### config.mk
export PLATFORM = sky130hd
export DESIGN_NAME = kp_host_if
export DESIGN_NICKNAME = d
export VERILOG_FILES = /design/src/rtl/kp_host_pkg.sv /design/src/rtl/kp_line_sync.sv /design/src/rtl/kp_bus_timeout.sv /design/src/rtl/kp_target_fsm.sv /design/src/rtl/kp_regfile.sv /design/src/rtl/kp_host_if.sv
export SDC_FILE = /design/constraint.sdc
export NUM_CORES = 1
export LEC_CHECK = 0
export BUFFER_PORTS_ARGS = -buffer_cell sky130_fd_sc_hd__buf_4
export CORE_MARGIN = 5
export CORE_UTILIZATION = 30
export CTS_CLUSTER_SIZE = 25
export DETAILED_ROUTE_END_ITERATION = 6
export HOLD_SLACK_MARGIN = 0.08
export MAX_ROUTING_LAYER = met4
export PLACE_DENSITY = 0.53
export SETUP_SLACK_MARGIN = 0.3
export SYNTH_ARGS = -nofsm -noshare
export SYNTH_HDL_FRONTEND = slang
export SYNTH_SLANG_ARGS = --single-unit
### constraint.sdc
create_clock -name clk -period 3.49 [get_ports clk]
set_input_delay 0.349 -clock clk [delete_from_list [all_inputs] [get_ports clk]]
set_output_delay 0.349 -clock clk [all_outputs]
set_load 0.1 [all_outputs]
### src/rtl/kp_host_pkg.sv
package kp_host_pkg;

  localparam int NREG = 7;

  typedef enum logic [3:0] {
    ST_IDLE, ST_ADDR, ST_ACK_LO, ST_ACK_HI, ST_CMD, ST_WDATA,
    ST_RD, ST_RD_END, ST_MACK, ST_RLOAD, ST_IGNORE
  } tgt_state_e;

  typedef enum logic [1:0] {AFT_CMD, AFT_WDATA, AFT_READ} ack_next_e;

  // strap: 0 ground, 1 supply, 2 data line, 3 clock line
  function automatic logic [6:0] strap_to_addr(input logic [1:0] strap);
    return {4'b0111, strap, 1'b0};
  endfunction

  function automatic logic [7:0] ptr_after(input logic [7:0] p);
    if (p == 8'h06) return 8'h00;
    if (p >= 8'h01 && p <= 8'h05) return p + 8'h01;
    return p;
  endfunction

  function automatic logic [7:0] reg_reset(input int idx);
    case (idx)
      1: return 8'h0A;
      2: return 8'hFF;
      4: return 8'hFE;
      6: return 8'h07;
      default: return 8'h00;
    endcase
  endfunction

  function automatic logic [7:0] reg_wmask(input int idx);
    return (idx == 1) ? 8'hAB : 8'hFF;
  endfunction

endpackage

### src/rtl/kp_line_sync.sv
module kp_line_sync #(
  parameter int STAGES = 2
) (
  input  logic clk,
  input  logic rst_n,
  input  logic scl_i,
  input  logic sda_i,
  output logic scl_s,
  output logic sda_s,
  output logic scl_rise,
  output logic scl_fall,
  output logic start_det,
  output logic stop_det,
  output logic bus_edge
);
  logic [1:0] raw, synced, prev;
  assign raw = {sda_i, scl_i};

  for (genvar g = 0; g < 2; g++) begin : g_line
    logic [STAGES-1:0] pipe;
    always_ff @(posedge clk or negedge rst_n) begin
      if (!rst_n) begin
        pipe    <= '1;
        prev[g] <= 1'b1;
      end else begin
        pipe    <= {pipe[STAGES-2:0], raw[g]};
        prev[g] <= pipe[STAGES-1];
      end
    end
    assign synced[g] = pipe[STAGES-1];
  end

  assign scl_s     = synced[0];
  assign sda_s     = synced[1];
  assign scl_rise  = synced[0] & ~prev[0];
  assign scl_fall  = ~synced[0] & prev[0];
  assign start_det = synced[0] & prev[0] & prev[1] & ~synced[1];
  assign stop_det  = synced[0] & prev[0] & ~prev[1] & synced[1];
  assign bus_edge  = |(synced ^ prev);
endmodule

### src/rtl/kp_bus_timeout.sv
module kp_bus_timeout #(
  parameter int TIMEOUT_CYC = 1000000
) (
  input  logic clk,
  input  logic rst_n,
  input  logic enable,
  input  logic active,
  input  logic activity,
  output logic fire
);
  localparam int TW = $clog2(TIMEOUT_CYC + 1);
  localparam logic [TW-1:0] LAST = TW'(TIMEOUT_CYC - 1);

  logic [TW-1:0] cnt;

  always_ff @(posedge clk or negedge rst_n) begin
    if (!rst_n) cnt <= '0;
    else if (!active || activity) cnt <= '0;
    else if (cnt != LAST) cnt <= cnt + 1'b1;
  end

  assign fire = enable && active && !activity && (cnt == LAST);
endmodule

### src/rtl/kp_target_fsm.sv
module kp_target_fsm
  import kp_host_pkg::*;
(
  input  logic       clk,
  input  logic       rst_n,
  input  logic       sda_s,
  input  logic       scl_rise,
  input  logic       scl_fall,
  input  logic       start_det,
  input  logic       stop_det,
  input  logic       tmo_fire,
  input  logic [6:0] dev_addr,
  input  logic [7:0] rd_data,
  output logic       sda_oe,
  output logic [7:0] ptr,
  output logic       wr_en,
  output logic [7:0] wr_addr,
  output logic [7:0] wr_data,
  output logic       pop,
  output logic       busy
);
  tgt_state_e st;
  ack_next_e  aft;
  logic [7:0] sh, tx;
  logic [2:0] cnt;
  logic [7:0] nbyte;

  assign nbyte = {sh[6:0], sda_s};
  assign busy  = (st != ST_IDLE);

  always_ff @(posedge clk or negedge rst_n) begin
    if (!rst_n) begin
      st <= ST_IDLE; aft <= AFT_CMD; sh <= '0; tx <= '0; cnt <= '0;
      sda_oe <= 1'b0; ptr <= '0; wr_en <= 1'b0; wr_addr <= '0;
      wr_data <= '0; pop <= 1'b0;
    end else begin
      wr_en <= 1'b0;
      pop   <= 1'b0;
      if (tmo_fire || stop_det) begin
        st <= ST_IDLE; sda_oe <= 1'b0;
      end else if (start_det) begin
        st <= ST_ADDR; cnt <= '0; sda_oe <= 1'b0;
      end else begin
        case (st)
          ST_ADDR: if (scl_rise) begin
            sh <= nbyte;
            if (cnt == 3'd7) begin
              if (nbyte[7:1] == dev_addr) begin
                aft <= nbyte[0] ? AFT_READ : AFT_CMD;
                st  <= ST_ACK_LO;
              end else st <= ST_IGNORE;
            end else cnt <= cnt + 3'd1;
          end
          ST_CMD: if (scl_rise) begin
            sh <= nbyte;
            if (cnt == 3'd7) begin
              ptr <= nbyte; aft <= AFT_WDATA; st <= ST_ACK_LO;
            end else cnt <= cnt + 3'd1;
          end
          ST_WDATA: if (scl_rise) begin
            sh <= nbyte;
            if (cnt == 3'd7) begin
              wr_en <= 1'b1; wr_addr <= ptr; wr_data <= nbyte;
              ptr <= ptr_after(ptr); st <= ST_ACK_LO;
            end else cnt <= cnt + 3'd1;
          end
          ST_ACK_LO: if (scl_fall) begin
            sda_oe <= 1'b1; st <= ST_ACK_HI;
          end
          ST_ACK_HI: if (scl_fall) begin
            cnt <= '0;
            case (aft)
              AFT_READ: begin
                tx <= rd_data; sda_oe <= ~rd_data[7]; st <= ST_RD;
              end
              AFT_CMD:  begin sda_oe <= 1'b0; st <= ST_CMD; end
              default:  begin sda_oe <= 1'b0; st <= ST_WDATA; end
            endcase
          end
          ST_RD: begin
            if (scl_rise) begin
              if (cnt == 3'd7) st <= ST_RD_END;
              else cnt <= cnt + 3'd1;
            end else if (scl_fall) begin
              tx <= {tx[6:0], 1'b0}; sda_oe <= ~tx[6];
            end
          end
          ST_RD_END: if (scl_fall) begin
            sda_oe <= 1'b0; pop <= (ptr == 8'h00);
            ptr <= ptr_after(ptr); st <= ST_MACK;
          end
          ST_MACK: if (scl_rise) st <= sda_s ? ST_IGNORE : ST_RLOAD;
          ST_RLOAD: if (scl_fall) begin
            tx <= rd_data; sda_oe <= ~rd_data[7]; cnt <= '0; st <= ST_RD;
          end
          default: ;
        endcase
      end
    end
  end


  pop_pulse_chk: assert property (@(posedge clk) disable iff (!rst_n)
    pop |=> !pop);

  pop_ptr_chk: assert property (@(posedge clk) disable iff (!rst_n)
    pop |-> (ptr == 8'h00));

  ptr_step_chk: assert property (@(posedge clk) disable iff (!rst_n)
    wr_en |-> (ptr == ptr_after(wr_addr)));

  tmo_idle_chk: assert property (@(posedge clk) disable iff (!rst_n)
    tmo_fire |=> (st == ST_IDLE && !sda_oe));

  nack_quiet_chk: assert property (@(posedge clk) disable iff (!rst_n)
    (st == ST_IGNORE) |-> !sda_oe);
endmodule

### src/rtl/kp_regfile.sv
module kp_regfile
  import kp_host_pkg::*;
(
  input  logic                clk,
  input  logic                rst_n,
  input  logic                wr_en,
  input  logic [7:0]          wr_addr,
  input  logic [7:0]          wr_data,
  input  logic [7:0]          rd_addr,
  input  logic [7:0]          evt_data,
  output logic [7:0]          rd_data,
  output logic [NREG-1:1][7:0] regs
);
  for (genvar g = 1; g < NREG; g++) begin : g_reg
    always_ff @(posedge clk or negedge rst_n) begin
      if (!rst_n) regs[g] <= reg_reset(g);
      else if (wr_en && wr_addr == 8'(g)) regs[g] <= wr_data & reg_wmask(g);
    end
  end

  always_comb begin
    rd_data = 8'h00;
    if (rd_addr == 8'h00) rd_data = evt_data;
    for (int i = 1; i < NREG; i++)
      if (rd_addr == 8'(i)) rd_data = regs[i];
  end


  rsv_zero_chk: assert property (@(posedge clk) disable iff (!rst_n)
    (regs[1] & 8'h54) == 8'h00);

  ro_keep_chk: assert property (@(posedge clk) disable iff (!rst_n)
    (wr_en && wr_addr == 8'h00) |=> $stable(regs));
endmodule

### src/rtl/kp_host_if.sv
module kp_host_if
  import kp_host_pkg::*;
#(
  parameter int TIMEOUT_CYC = 1000000,
  parameter int SYNC_STAGES = 2
) (
  input  logic       clk,
  input  logic       rst_n,
  input  logic       scl_i,
  input  logic       sda_i,
  output logic       sda_oe_o,
  input  logic [1:0] strap_i,
  input  logic [7:0] evt_data_i,
  output logic       evt_pop_o,
  output logic [7:0] cfg_o,
  output logic [7:0] dbnc_o,
  output logic [7:0] irq_o,
  output logic [7:0] port_o,
  output logic [7:0] rpt_o,
  output logic [7:0] sleep_o
);
  logic scl_s, sda_s, scl_rise, scl_fall, start_det, stop_det, bus_edge;
  logic tmo_fire, busy, wr_en;
  logic [7:0] ptr, wr_addr, wr_data, rd_data;
  logic [NREG-1:1][7:0] regs;

  kp_line_sync #(.STAGES(SYNC_STAGES)) u_sync (
    .clk, .rst_n, .scl_i, .sda_i, .scl_s, .sda_s, .scl_rise, .scl_fall,
    .start_det, .stop_det, .bus_edge
  );

  kp_bus_timeout #(.TIMEOUT_CYC(TIMEOUT_CYC)) u_tmo (
    .clk, .rst_n, .enable(~regs[1][0]), .active(busy), .activity(bus_edge),
    .fire(tmo_fire)
  );

  kp_target_fsm u_fsm (
    .clk, .rst_n, .sda_s, .scl_rise, .scl_fall, .start_det, .stop_det,
    .tmo_fire, .dev_addr(strap_to_addr(strap_i)), .rd_data,
    .sda_oe(sda_oe_o), .ptr, .wr_en, .wr_addr, .wr_data, .pop(evt_pop_o), .busy
  );

  kp_regfile u_regs (
    .clk, .rst_n, .wr_en, .wr_addr, .wr_data, .rd_addr(ptr),
    .evt_data(evt_data_i), .rd_data, .regs
  );

  assign cfg_o   = regs[1];
  assign dbnc_o  = regs[2];
  assign irq_o   = regs[3];
  assign port_o  = regs[4];
  assign rpt_o   = regs[5];
  assign sleep_o = regs[6];


  idle_quiet_chk: assert property (@(posedge clk) disable iff (!rst_n)
    $past(stop_det) |-> !sda_oe_o);
endmodule

Yosys cells after proc, flatten, opt, wreduce, memory -nomap -nowiden --
Index checks and enable logic that the tools add are counted.
Operators by class: add/subtract/negate cells 3, order comparisons 2, equal/unequal tests 57, mux-type cells 97, bitwise gates (word level) 17, reduce and logical (&&, ||, !) cells 37
Operators with widths (number):
- $mux W8 | 18
- $mux W4 | 14
- $eq A8 B3 Y1 const B | 6
- $mux W1 | 40
- $mux W20 | 2
- $ne A4 B3 Y1 const B | 9
- $mux W7 | 5
- $eq A8 B2 Y1 const B | 4
- $pmux W4 S8 | 1
- $pmux W8 S3 | 1
- $pmux W7 S3 | 1
- $add A20 B1 Y20 const B | 1
- $eq A20 B20 Y1 const B | 1
- $ne A20 B20 Y1 const B | 1
- $eq A4 B3 Y1 const B | 4
- $eq A8 B1 Y1 const B | 2
- $ne A2 B2 Y1 const B | 8
- $reduce_and A8 Y1 | 2
- $mux W2 | 7
- $mux W3 | 4
- $ne A3 B1 Y1 const B | 4
- $reduce_and A12 Y1 | 1
- $logic_and A1 B1 Y1 | 10
- $ne A2 B1 Y1 const B | 5
- other kinds (35) | 62
Word-level totals: register bits after elaboration 121, input port bits 14, output and inout port bits 50, word-level logic and storage cells 235

Depth between registers and ports, before layout --
Gate-level depths: netlist of run 1.
depth in word-level cells 18, depth in mapped cells 9, depth with buffers taken out 7

Hierarchy --
Synthesis of run 1 repeated with hierarchy kept, for this count alone.
Unflattened totals: cells, all modules 586, area, all modules 6512.5 sq um
By module, submodules not included:
- kp_target_fsm | instances 1, cells each 260, area each 2785.2 sq um, sequential area each 1251.2 sq um
- kp_regfile | instances 1, cells each 193, area each 2366.0 sq um, sequential area each 1151.1 sq um
- kp_bus_timeout | instances 1, cells each 114, area each 1117.3 sq um, sequential area each 500.5 sq um
- kp_line_sync | instances 1, cells each 16, area each 232.7 sq um, sequential area each 157.7 sq um
- kp_host_if | instances 1, cells each 3, area each 11.3 sq um, sequential area each 0.0 sq um

Least setup slack after synthesis of run 1 --
OpenSTA, ideal clock, no wires.
path type register to register, start register u_sync.g_line[0].pipe[1], end register u_fsm.wr_addr[6], library setup time 125 ps, arrival time 2335 ps, required time 3365 ps, slack 1030 ps, cell stages (with the launch flop) 9, buffers on the path 2, clock period less this slack 2460 ps, path through dfstp_2 > inv_1 > ha_1 > or3b_4 > o41ai_2 > or4_1 > buf_4 > buf_6 > mux2_4
Between the ends: longest elaborated chain between the ends 8, elaborated cells between the ends (all ways) 15, classes of those cells bitwise (9); reduce/logical (6)
Ends and longest elaborated chain:
- start, declared | RTL line kp_line_sync.sv:20 | logic [STAGES-1:0] pipe;
- start signal, assigned | RTL line kp_line_sync.sv:26 | pipe <= {pipe[STAGES-2:0], raw[g]};
- $xor A2 B2 Y2 | RTL line kp_line_sync.sv:39 | assign bus_edge = |(synced ^ prev);
- $reduce_or A2 Y1 | RTL line kp_line_sync.sv:39
- $logic_not A1 Y1 | RTL line kp_bus_timeout.sv:22 | assign fire = enable && active && !activity && (cnt == LAST);
- $logic_and A1 B1 Y1 (2 in a row) | RTL line kp_bus_timeout.sv:22
- $logic_or A1 B1 Y1 | RTL line kp_target_fsm.sv:39 | if (tmo_fire || stop_det) begin
- $not A1 Y1 (no source line)
- $reduce_and A5 Y1 (no source line) (*)
- end signal, assigned | RTL line kp_target_fsm.sv:34 | sda_oe <= 1'b0; ptr <= '0; wr_en <= 1'b0; wr_addr <= '0;
- end signal, assigned | RTL line kp_target_fsm.sv:63 | wr_en <= 1'b1; wr_addr <= ptr; wr_data <= nbyte;
- end, declared | RTL line kp_target_fsm.sv:17 | output logic [7:0] wr_addr,
Mark *: on every way between the ends. The rest lies on a longest branch, timed or not. A chain may end at the register's enable or synchronous reset.

Worst setup path after layout of run 1 --
start register u_sync.g_line[0].pipe[1], end register u_fsm.tx[2]
Between the ends: longest elaborated chain between the ends 8, elaborated cells between the ends (all ways) 21, classes of those cells eq/ne (4); bitwise (11); reduce/logical (6)
Ends and longest elaborated chain:
- $xor A2 B2 Y2 | RTL line kp_line_sync.sv:39
- $reduce_or A2 Y1 | RTL line kp_line_sync.sv:39
- $logic_not A1 Y1 | RTL line kp_bus_timeout.sv:22
- $logic_and A1 B1 Y1 (2 in a row) | RTL line kp_bus_timeout.sv:22
- $logic_or A1 B1 Y1 | RTL line kp_target_fsm.sv:39
- $not A1 Y1 (no source line)
- $reduce_and A8 Y1 (no source line) (*)
- end signal, assigned | RTL line kp_target_fsm.sv:85 | tx <= {tx[6:0], 1'b0}; sda_oe <= ~tx[6];
- end, declared | RTL line kp_target_fsm.sv:24 | logic [7:0] sh, tx;
Marked as above.

==> flow_metrics.py, run 1 <==
metrics = {
    "clock_network": {
        "cts-root-buf": "clkbuf_16",
        "cts_max_level": 4,
        "clkTransAtPathRegs_ns": 0.06,
        "insertion_delay_ns": 0.42,
        "cts_buffers": 17,
        "cts_tree": "built",
        "cts_sinks": 121,
        "post_cts_buffers": 0,
        "cts.path.max_buffers": 2,
    },
    "global_route": {
        "met2_usage_pct": 21.8,
        "antenna_found_initial": 0,
        "use_met1_pct": 19.8,
        "grt_pass1_wl_um": 27500,
        "grt_pass1_vias": 4813,
        "track_usage_pct": 14.9,
        "grt-ovfl-total": 0,
        "grtUsageMet3_pct": 3.27,
        "busiest_layer": "met2",
        "grt_start_max_net_pins": 66,
    },
    "route": {
        "via_count": 4718,
        "dr.pass1.iters": 4,
        "wl_per_cell_um": 18.3,
        "drt_wl_total_um": 16900,
        "final_antenna_net_count": 0,
        "drc": 0,
        "via_per_inst": 5.09,
        "drtIter0Drc": 288,
    },
    "sta": {
        "fin_crit_ns": 2.72,
        "setup_viol_count_final": 0,
        "period_share_pct": 77.9,
        "setup-tns-final_ns": 0,
        "max_slew_margin_pct": 37.1,
        "fin_ws_ns": 0.772,
        "final_hold_viol_count": 0,
        "fin_skew_ns": 0.0122,
        "final_max_slew_viol_count": 0,
        "tightest_slew_ns": 0.940,
        "rsz0062_at_grt": "false",
        "max_freq_ghz": 0.368,
    },
    "logic_synthesis": {
        "async_flop_share_pct": 100,
        "syn_area_sq_mm": 0.00639,
        "ys_ff_latch": 121,
        "synth_cells": 578,
        "ys_types": 74,
        "synth_top_family_by_area": "simple AND/OR/NAND/NOR gates",
        "synth_fa_ha_area_share_pct": 2.15,
        "syn-mean-instance-area_sq_um": 11.1,
        "synth-compound-area-share_pct": 10.6,
        "synth_edf_count": 0,
        "ys_seq_area_share_pct": 47.9,
        "yosys.area_share.simple_pct": 16.5,
        "yosysTopAreaCell": "dfrtp_1",
        "yosysTopAreaCellShare_pct": 37.2,
        "synthXorXnorAreaFrac_pct": 3.01,
        "synthTopCellsByArea": "dfrtp_1, mux2_2, dfstp_2, xor2_1, nor2_1",
        "synthFlopType": "dfrtp_1",
        "ys.warnings.count": 0,
        "synth_mux_area_share_pct": 15.9,
    },
    "power": {
        "leakage_uw": 0.00344,
        "peakVddDrop_mv": 0.248,
        "powerDensity_mw_per_mm2": 583,
        "p_switching_uw": 1400,
        "switching_share_pct": 30.9,
        "p_total_uw": 4540,
        "pwr-share-seq_pct": 35.8,
        "intPower_uw": 3140,
        "clkPwrFrac_pct": 41.4,
        "p_comb_share_pct": 22.8,
    },
    "die": {
        "ios": 64,
        "dieWidth_um": 156,
        "start_util_pct": 30.4,
        "die_y_um": 156,
        "die_area_sq_mm": 0.0243,
        "core_area_sq_mm": 0.0210,
        "num_rows": 53,
    },
    "hold_path": {
        "hold_class": "reg -> reg",
    },
    "run": {
        "max-cap-violations": 0,
    },
    "placement": {
        "dp_hpwl_um": 11900,
        "gp_congestion": 0.824,
        "pre_cts_ws_ns": 0.791,
        "dp_cells": 892,
        "portBuffers": 60,
    },
    "critical_path": {
        "crit_type": "reg -> reg",
        "end_kind": "flop",
        "cp_data_arrival_time_ns": 3.02,
        "start_kind": "flop",
        "path_max_fanout": 22,
        "required_ns": 3.79,
    },
    "cells_and_area": {
        "area_delta_synth_final_pct": 21.8,
        "drive_above_1_share_pct": 34.4,
        "diodes": 0,
        "fin_util_pct": 37.0,
        "fin_cells": 927,
        "final_nets": 664,
    },
    "status": {
        "outcome": "finished, final reports clean",
    },
}
## synth_stat cells (all sizes together), types with 7 or more instances
master / count
nand2b: 16
nand2: 31
a21oi: 14
nor3b: 7
nand3: 14
clkbuf: 25
dfstp: 26
a221oi: 7
ha: 11
nor2: 41
dfrtp: 95
nor4: 10
xor2: 18
buf: 9
mux2: 78
o22ai: 8
mux2i: 11
nor2b: 9
nand3b: 7
inv: 21
nor3: 13
nand4: 7
o21ai: 17
## critical path, stage by stage, from the launching register on
cell and delay [ns]:
dfstp_2 0.55, inv_1 0.05, ha_1 0.27, or3b_4 0.40
o41ai_2 0.12, buf_4 0.20, nor3b_2 0.59, mux2_2 0.42
## layer usage
layer / part of all wire (%) / vias to the layer above
met5: 0 / -
li1: - / 2215
met2: 47 / 126
met4: 2.5 / 0
met3: 5.4 / 24
met1: 46 / 2353
## what timing repair did
action                                  CTS  global route
gates resized for setup                   0             0
hold buffers                              3             0
endpoints found under the hold margin    17             0
endpoints found under the setup margin    0             0
## power by group through the flow
stage               registers, uW  clock network (uW)  logic [uW]
global route                 1640                1970        1140
detailed placement           1650                   0        1020
floorplan                    1650                   0         737
finish                       1630                1880        1030
global placement             1640                   0        1000
CTS                          1630                1900        1020
## metrics by stage
| step | area (sq um) | hold WS, ns |
|---|---|---|
| floorplan | 6400 | 0.0534 |
| global placement | 7120 | 0.350 |
| detailed placement | 7120 | 0.349 |
| CTS | 7780 | 0.357 |
| global route | 7780 | 0.357 |
| finish | 7780 | 0.355 |
## layout by cell type, fill, tap and decap left out, types with 4 or more instances in the layout
cell,netlist,layout
nor4_1,7,7
buf_4,5,70
clkbuf_16,0,17
a22oi_1,6,6
nand2b_1,15,15
inv_1,21,21
ha_1,11,11
nand4_1,6,6
nand3b_1,7,7
o21a_1,4,4
nand3_1,14,14
o22ai_1,7,7
and3_1,6,6
xor2_1,18,18
mux2_4,8,8
o21ai_0,17,17
a221oi_1,7,7
clkinv_4,0,5
mux2i_1,11,11
nor3b_1,4,4
a31oi_1,5,5
bufinv_16,0,4
nor2b_1,9,9
o211ai_1,4,4
and2_1,4,4
dfstp_2,26,26
mux2_2,67,67
dfrtp_1,95,95
xnor2_1,4,4
nand2_1,31,31
nor3_1,12,12
nor2_1,41,41
a21oi_1,14,14
## state kept, by name, summed over array words and instances, names as in the netlist, 3 cells and up
name / count
u_fsm.cnt: 3
u_fsm.ptr: 8
u_fsm.sh: 7
u_fsm.wr_data: 8
u_fsm.st: 4
u_fsm.tx: 7
u_fsm.wr_addr: 8
u_regs.regs: 45
u_tmo.cnt: 20
u_sync.g_line.pipe: 4
## cells by family after synthesis
group	count (synthesis)
simple gates	183
flops	121
compound gates	95
mux	89
buf+inv	56
xor+xnor	22
fa+ha+maj	11
other cells	1
## worst paths after layout
path                                               start                        to  slack, ns  cells past startpoint
worst max-delay path            u_sync.g_line[0].pipe[1]               u_fsm.tx[2]       0.77                      7
worst min-delay path            u_sync.g_line[1].pipe[0]  u_sync.g_line[1].pipe[1]       0.36                      0
worst max register to register  u_sync.g_line[0].pipe[1]               u_fsm.tx[2]       0.77                      7
worst min register to register  u_sync.g_line[1].pipe[0]  u_sync.g_line[1].pipe[1]       0.36                      0
max in group asynchronous                          rst_n           u_regs.regs[42]       2.05                      3
min in group asynchronous                          rst_n           u_regs.regs[23]       0.59                      2
## layout make-up
cell class	count	area [sq um]
clock buffer	18	429
clock inverter	14	200
fill	2044	13200
inverter	22	82.6
multi-input combinational	403	3090
sequential	121	3060
tap	275	344
timing repair buffer	74	576
Power figures use the tool's default switching activity.
==> inputs of run 2 (changes only) <==
--- a/config.mk
+++ b/config.mk
@@ -5,6 +5,7 @@
 export SDC_FILE = /design/constraint.sdc
 export NUM_CORES = 1
 export LEC_CHECK = 0
+export ABC_AREA = 1
 export BUFFER_PORTS_ARGS = -buffer_cell sky130_fd_sc_hd__buf_4
 export CORE_MARGIN = 5
 export CORE_UTILIZATION = 30
==> constraint.sdc (replaced) <==
create_clock -name clk -period 2.6 [get_ports clk]
set_input_delay 0.26 -clock clk [delete_from_list [all_inputs] [get_ports clk]]
set_output_delay 0.26 -clock clk [all_outputs]
set_load 0.1 [all_outputs]
==> run 2 against run 1 <==
Effect of this change: first-iteration DRC count rose by 24%; routed wire length fell by 2.2%; cell area is 1.3% lower; via count rose by 12%; cell count increased by 23%; sequential power grew 35%; power is 43% higher; critical path type unchanged.
==> flow_metrics.py, run 2 <==
metrics = {
    "sta": {
        "rsz0062_at_grt": "false",
        "final_hold_viol_count": 0,
        "tightest_slew_ns": 0.592,
        "setup_viol_count_final": 0,
        "fin_crit_ns": 2.12,
        "fin_ws_ns": 0.484,
        "whs_ns": 0.356,
        "final_max_slew_viol_count": 0,
        "period_share_pct": 81.4,
        "max_freq_ghz": 0.473,
        "setup-tns-final_ns": 0,
        "fin_skew_ns": 0.00696,
        "max_slew_margin_pct": 60.2,
    },
    "clock_network": {
        "clkTransAtPathRegs_ns": 0.06,
        "insertion_delay_ns": 0.42,
        "cts_buffers": 17,
        "cts-root-buf": "clkbuf_16",
        "post_cts_buffers": 0,
        "cts_max_level": 4,
        "cts_sinks": 121,
        "cts_tree": "built",
        "cts.path.max_buffers": 2,
    },
    "critical_path": {
        "path_delay_family": "simple AND/OR/NAND/NOR gates",
        "end_kind": "flop",
        "cp_num_buf_inv": 1,
        "path_max_fanout": 31,
        "slowest_stage": "dfstp_2",
        "crit_type": "reg -> reg",
        "cp.depth": 6,
        "cp_data_arrival_time_ns": 2.40,
        "required_ns": 2.88,
        "cpPeakStageDelay_ns": 0.55,
        "start_kind": "flop",
        "rr_worst_depth": 6,
        "path_cells": "ha_1, nand2_1, nor3_1, nand2_8, inv_1, o21ai_0",
    },
    "cells_and_area": {
        "regMostFlops": "u_regs.regs",
        "diodes": 0,
        "final_nets": 884,
        "drive_above_1_share_pct": 18.0,
        "multi_input_area_sq_mm": 0.00277,
        "fin_cells": 1142,
        "area_delta_synth_final_pct": 22.6,
        "register_area_sq_mm": 0.00306,
        "largest_register_ffs": 45,
        "reg_top3": "u_regs.regs (45), u_tmo.cnt (20)",
        "layout_commonest_cell": "nand2_1",
        "mostFrequentLayoutCells": "nand2_1, dfrtp_1, o21ai_0",
        "fill_cells": 2104,
    },
    "logic_synthesis": {
        "ys_types": 44,
        "synth_top_cells_by_count": "nand2_1, dfrtp_1, o21ai_0, nor2_1, inv_1",
        "synth_edf_count": 0,
        "ys_seq_area_share_pct": 48.8,
        "yosysTopAreaCell": "dfrtp_1",
        "synthTopCellsByArea": "dfrtp_1, nand2_1, dfstp_2, o21ai_0, nor2_1",
        "syn_area_sq_mm": 0.00627,
        "ys.warnings.count": 0,
        "synth.most_common_cell": "nand2_1",
        "synthFlopType": "dfrtp_1",
        "async_flop_share_pct": 100,
        "ys_ff_latch": 121,
        "yosysTopAreaCellShare_pct": 37.9,
        "syn-mean-instance-area_sq_um": 7.96,
        "synth_cells": 788,
    },
    "die": {
        "dieWidth_um": 155,
        "num_rows": 52,
        "die_y_um": 155,
        "die_area_sq_mm": 0.0239,
        "core_area_sq_mm": 0.0204,
        "start_util_pct": 30.7,
        "ios": 64,
    },
    "global_route": {
        "grt-ovfl-total": 0,
        "grt_start_max_net_pins": 71,
        "antenna_found_initial": 0,
        "track_usage_pct": 14.3,
        "grt_pass1_wl_um": 26400,
        "grt_pass1_vias": 4909,
    },
    "hold_path": {
        "hold_class": "reg -> reg",
        "hold_depth": 0,
    },
    "placement": {
        "gp_congestion": 0.930,
        "dp_hpwl_um": 12000,
        "dp_cells": 1107,
        "portBuffers": 60,
        "pre_cts_ws_ns": 0.425,
    },
    "power": {
        "powerDensity_mw_per_mm2": 844,
        "switching_share_pct": 34.3,
        "pwr-share-seq_pct": 33.9,
        "intPower_uw": 4260,
        "clkPwrFrac_pct": 38.9,
        "leakage_uw": 0.00359,
        "p_comb_share_pct": 27.2,
        "p_switching_uw": 2220,
        "peakVddDrop_mv": 0.522,
    },
    "route": {
        "via_count": 5300,
        "drt_wl_total_um": 16600,
        "drc": 0,
        "drtIter0Drc": 356,
        "dr.pass1.iters": 5,
        "wl_per_cell_um": 14.5,
        "via_per_inst": 4.64,
        "final_antenna_net_count": 0,
    },
    "run": {
        "max-cap-violations": 0,
    },
    "status": {
        "outcome": "finished, final reports clean",
    },
}
[run 2: cell types whose count changed in the layout (fill, tap and decap cells not counted), sizes merged, moves of 9 or more]
cell / before / now
nand2: 31 / 213
o21ai: 17 / 105
mux2: 78 / 0
inv: 22 / 89
nor2: 41 / 91
nand3: 14 / 44
a21oi: 14 / 33
nand2b: 16 / 0
xor2: 18 / 4
mux2i: 11 / 0
nor2b: 9 / 0
nor4: 10 / 1
[run 2: final cells by class]
type	instances	area share (%)
Sequential cell	121	39.8
Multi-Input combinational cell	563	36.1
Timing Repair Buffer	70	7.26
Clock buffer	18	5.71
Tap cell	270	4.40
Inverter	86	4.20
Clock inverter	14	2.52
[run 2: power groups by stage]
stage | sequential (uW) | combinational [uW] | clock [uW]
finish | 2200 | 1770 | 2520
floorplan | 2240 | 1260 | 0
CTS | 2190 | 1760 | 2580
global route | 2210 | 1990 | 2660
global placement | 2220 | 1750 | 0
detailed placement | 2220 | 1750 | 0
[run 2: worst register-to-register path: cells and delay by family (launching register included)]
family / cells / cell delay [ns]
buffers and inverters: 1 / 0.13
AO/OA/AOI/OAI: 1 / 0.08
AND/OR/NAND/NOR: 3 / 0.87
adder cells (fa/ha/maj): 1 / 0.35
flip-flops: 1 / 0.55
[run 2: worst paths after layout]
| check | start | endpoint | slack, ns |
|---|---|---|---|
| max | u_sync.g_line[0].pipe[1] | u_fsm.wr_data[7] | 0.48 |
| min | u_sync.g_line[1].pipe[0] | u_sync.g_line[1].pipe[1] | 0.36 |
| max reg2reg | u_sync.g_line[0].pipe[1] | u_fsm.wr_data[7] | 0.48 |
| min reg2reg | u_sync.g_line[1].pipe[0] | u_sync.g_line[1].pipe[1] | 0.36 |
| max in group asynchronous | rst_n | u_sync.prev[1] | 1.82 |
| min in group asynchronous | rst_n | u_regs.regs[23] | 0.40 |
[run 2: routing by layer]
layer	vias up	global-route usage (%)	part of all wire [%]
met3	23	3.46	5.0
met5	-	-	0
met1	2434	19.2	48
met4	0	4.58	2.0
li1	2711	-	-
met2	132	21.5	45
[run 2: kinds of logic (layout without fill, tap and decap cells)]
kind of cell / after synthesis / after routing / share of synthesized area, %
flops: 121 / 121 / 48.8
fa+ha+maj: 11 / 11 / 2.20
compound gates: 156 / 156 / 13.2
xor+xnor: 4 / 4 / 0.559
buf+inv: 106 / 188 / 7.34
simple gates: 389 / 389 / 27.9
other cells: 1 / 3 / 0.0598
[run 2: metrics by stage]
| stage | utilization, % | instance area, sq um | total power (uW) |
|---|---|---|---|
| 2_1_floorplan | - | 6280 | 3500 |
| 3_3_place_gp | 34.3 | 7010 | 3970 |
| 6_report | 37.6 | 7680 | 6480 |
| 5_1_grt | 37.6 | 7680 | 6860 |
| 4_1_cts | 37.5 | 7670 | 6540 |
| 3_5_place_dp | 34.3 | 7010 | 3970 |
[run 2: what timing repair did]
item	4_1_cts	5_1_grt
hold buffers	3	0
hold endpoints to repair	97	0
endpoints found under the setup margin	0	16
resized for setup	0	3
==> inputs of run 3 (changes only) <==
==> constraint.sdc (replaced) <==
create_clock -name clk -period 2.19 [get_ports clk]
set_input_delay 0.219 -clock clk [delete_from_list [all_inputs] [get_ports clk]]
set_output_delay 0.219 -clock clk [all_outputs]
set_load 0.1 [all_outputs]
==> run 3 against run 2 <==
Effect of this change: clock power up 16%; combinational power up 59%; sequential share of layout area down 4.0 points; cell area up 12%; clock skew up 0.0041 ns; non-clock buffer count up 45; first-iteration DRC count down 22%; worst setup slack worse by 0.24 ns; global-route usage up 0.82 points; routed wire length up 12%; count of clock-buffer cells in the layout up 1; largest power group unchanged.
==> flow_metrics.py, run 3 (synthesis gave the netlist of run 2 again) <==
metrics = {
    "status": {
        "outcome": "finished, final reports clean",
    },
    "die": {
        "die_area_sq_mm": 0.0239,
        "core_area_sq_mm": 0.0204,
        "dieWidth_um": 155,
        "die_y_um": 155,
        "start_util_pct": 30.7,
        "num_rows": 52,
        "ios": 64,
    },
    "critical_path": {
        "end_kind": "flop",
        "path_max_fanout": 8,
        "crit_type": "reg -> reg",
        "required_ns": 2.49,
        "start_kind": "flop",
        "cp_data_arrival_time_ns": 2.24,
    },
    "sta": {
        "setup-tns-final_ns": 0,
        "final_hold_viol_count": 0,
        "rsz0062_at_grt": "true",
        "final_max_slew_viol_count": 0,
        "fin_crit_ns": 1.94,
        "fin_skew_ns": 0.0111,
        "period_share_pct": 88.7,
        "tightest_slew_ns": 0.622,
        "max_slew_margin_pct": 58.5,
        "setup_viol_count_final": 0,
        "max_freq_ghz": 0.515,
    },
    "cells_and_area": {
        "final_nets": 933,
        "mostFrequentLayoutCells": "nand2_1, buf_4, dfrtp_1",
        "fill_cells": 2070,
        "regMostFlops": "u_regs.regs",
        "fin_util_pct": 42.0,
        "drive_above_1_share_pct": 31.4,
        "register_area_sq_mm": 0.00307,
        "diodes": 0,
        "multi_input_area_sq_mm": 0.00322,
        "largest_register_ffs": 45,
        "layout_commonest_cell": "nand2_1",
        "fin_cells": 1191,
        "area_delta_synth_final_pct": 36.8,
        "reg_top3": "u_regs.regs (45), u_tmo.cnt (20)",
    },
    "power": {
        "pwr-share-seq_pct": 31.5,
        "p_comb_share_pct": 33.5,
        "leakage_uw": 0.00389,
        "switching_share_pct": 36.1,
        "peakVddDrop_mv": 0.658,
        "powerDensity_mw_per_mm2": 977,
        "intPower_uw": 5350,
        "clkPwrFrac_pct": 35.0,
        "p_switching_uw": 3030,
    },
    "route": {
        "drc": 0,
        "drtIter0Drc": 276,
        "via_per_inst": 4.80,
        "via_count": 5716,
        "final_antenna_net_count": 0,
        "drt_wl_total_um": 18500,
        "wl_per_cell_um": 15.6,
        "dr.pass1.iters": 5,
    },
    "clock_network": {
        "cts_sinks": 121,
        "insertion_delay_ns": 0.42,
        "cts_buffers": 17,
        "cts.path.max_buffers": 2,
        "cts_max_level": 4,
        "cts-root-buf": "clkbuf_16",
        "cts_tree": "built",
        "clkTransAtPathRegs_ns": 0.06,
    },
    "run": {
        "max-cap-violations": 0,
    },
    "global_route": {
        "grt-ovfl-total": 0,
        "track_usage_pct": 15.2,
        "grt_start_max_net_pins": 44,
        "antenna_found_initial": 0,
        "grt_pass1_vias": 5298,
        "grt_pass1_wl_um": 28100,
    },
    "placement": {
        "dp_cells": 1120,
        "gp_congestion": 0.916,
        "portBuffers": 60,
        "dp_hpwl_um": 12500,
    },
    "hold_path": {
        "hold_class": "reg -> reg",
    },
}
## run 3: cell count changes in the layout (fill, tap and decap cells not counted), sizes merged
cell,before,now
clkinv,5,3
clkbuf,18,21
buf,67,110
clkinvlp,2,4
nand3,44,46
nand4,12,13
bufinv,4,3
nand2,213,214
## run 3: area by class of cell
class | instances | share of cell area (%)
multi-input cells | 567 | 37.5
flip-flops and latches | 121 | 35.8
repair buffers | 115 | 11.6
clock buffers | 19 | 5.16
inverters | 86 | 4.04
well taps | 270 | 3.94
clock inverters | 13 | 1.94
## run 3: stage by stage
step | area, sq um | setup slack, ns | power, uW | hold WS [ns]
6_report | 8580 | 0.248 | 8380 | 0.354
5_1_grt | 8580 | 0.124 | 8820 | 0.356
4_1_cts | 7930 | 0.265 | 7890 | 0.355
3_5_place_dp | 7100 | 0.122 | 4760 | 0.278
3_3_place_gp | 7100 | 0.116 | 4750 | 0.277
2_1_floorplan | 6280 | 0.302 | 4160 | -0.0766
## run 3: power by group through the flow
stage / Combinational [uW] / Sequential [uW] / Clock [uW]
after floorplan: 1500 / 2660 / 0
after global placement: 2110 / 2640 / 0
after global routing: 3090 / 2670 / 3070
after detailed placement: 2120 / 2640 / 0
final: 2810 / 2640 / 2930
after CTS: 2290 / 2610 / 2980
## run 3: critical path: stages, from the launching register on
cell	delay [ns]
dfrtp_1	0.41
ha_4	0.17
inv_2	0.05
nor2_4	0.11
nand3_2	0.08
nor3_2	0.18
buf_4	0.15
nand3_4	0.09
nand3_4	0.12
buf_6	0.14
nor2_4	0.06
buf_12	0.15
nor2_2	0.07
a21oi_1	0.04
## run 3: path summary, 6_finish.rpt
check	startpoint	end	slack, ns	cells after the start
setup / recovery	u_tmo.cnt[0]	u_fsm.ptr[3]	0.25	13
hold / removal	u_sync.g_line[1].pipe[0]	u_sync.g_line[1].pipe[1]	0.35	0
setup reg to reg	u_tmo.cnt[0]	u_fsm.ptr[3]	0.25	13
hold reg to reg	u_sync.g_line[1].pipe[0]	u_sync.g_line[1].pipe[1]	0.35	0
max in group asynchronous	rst_n	u_regs.regs[30]	1.06	3
min in group asynchronous	rst_n	u_regs.regs[7]	0.36	2
## run 3: routing by layer
metal	wire length (um)	track usage, %	vias to the layer above	share of wire (%)
met4	430	5.26	0	2.3
met1	8600	20.5	2706	46
met2	8610	22.7	148	46
met5	0	-	-	0
li1	-	-	2831	-
met3	886	3.19	31	4.8
## run 3: repair_timing
action | in CTS | in global routing
gates cloned | 1 | 5
endpoints found under the setup margin | 57 | 82
pin swaps | 13 | 40
hold endpoints to repair | 33 | 0
buffers inserted | 7 | 23
hold buffers | 3 | 0
resized for setup | 35 | 118
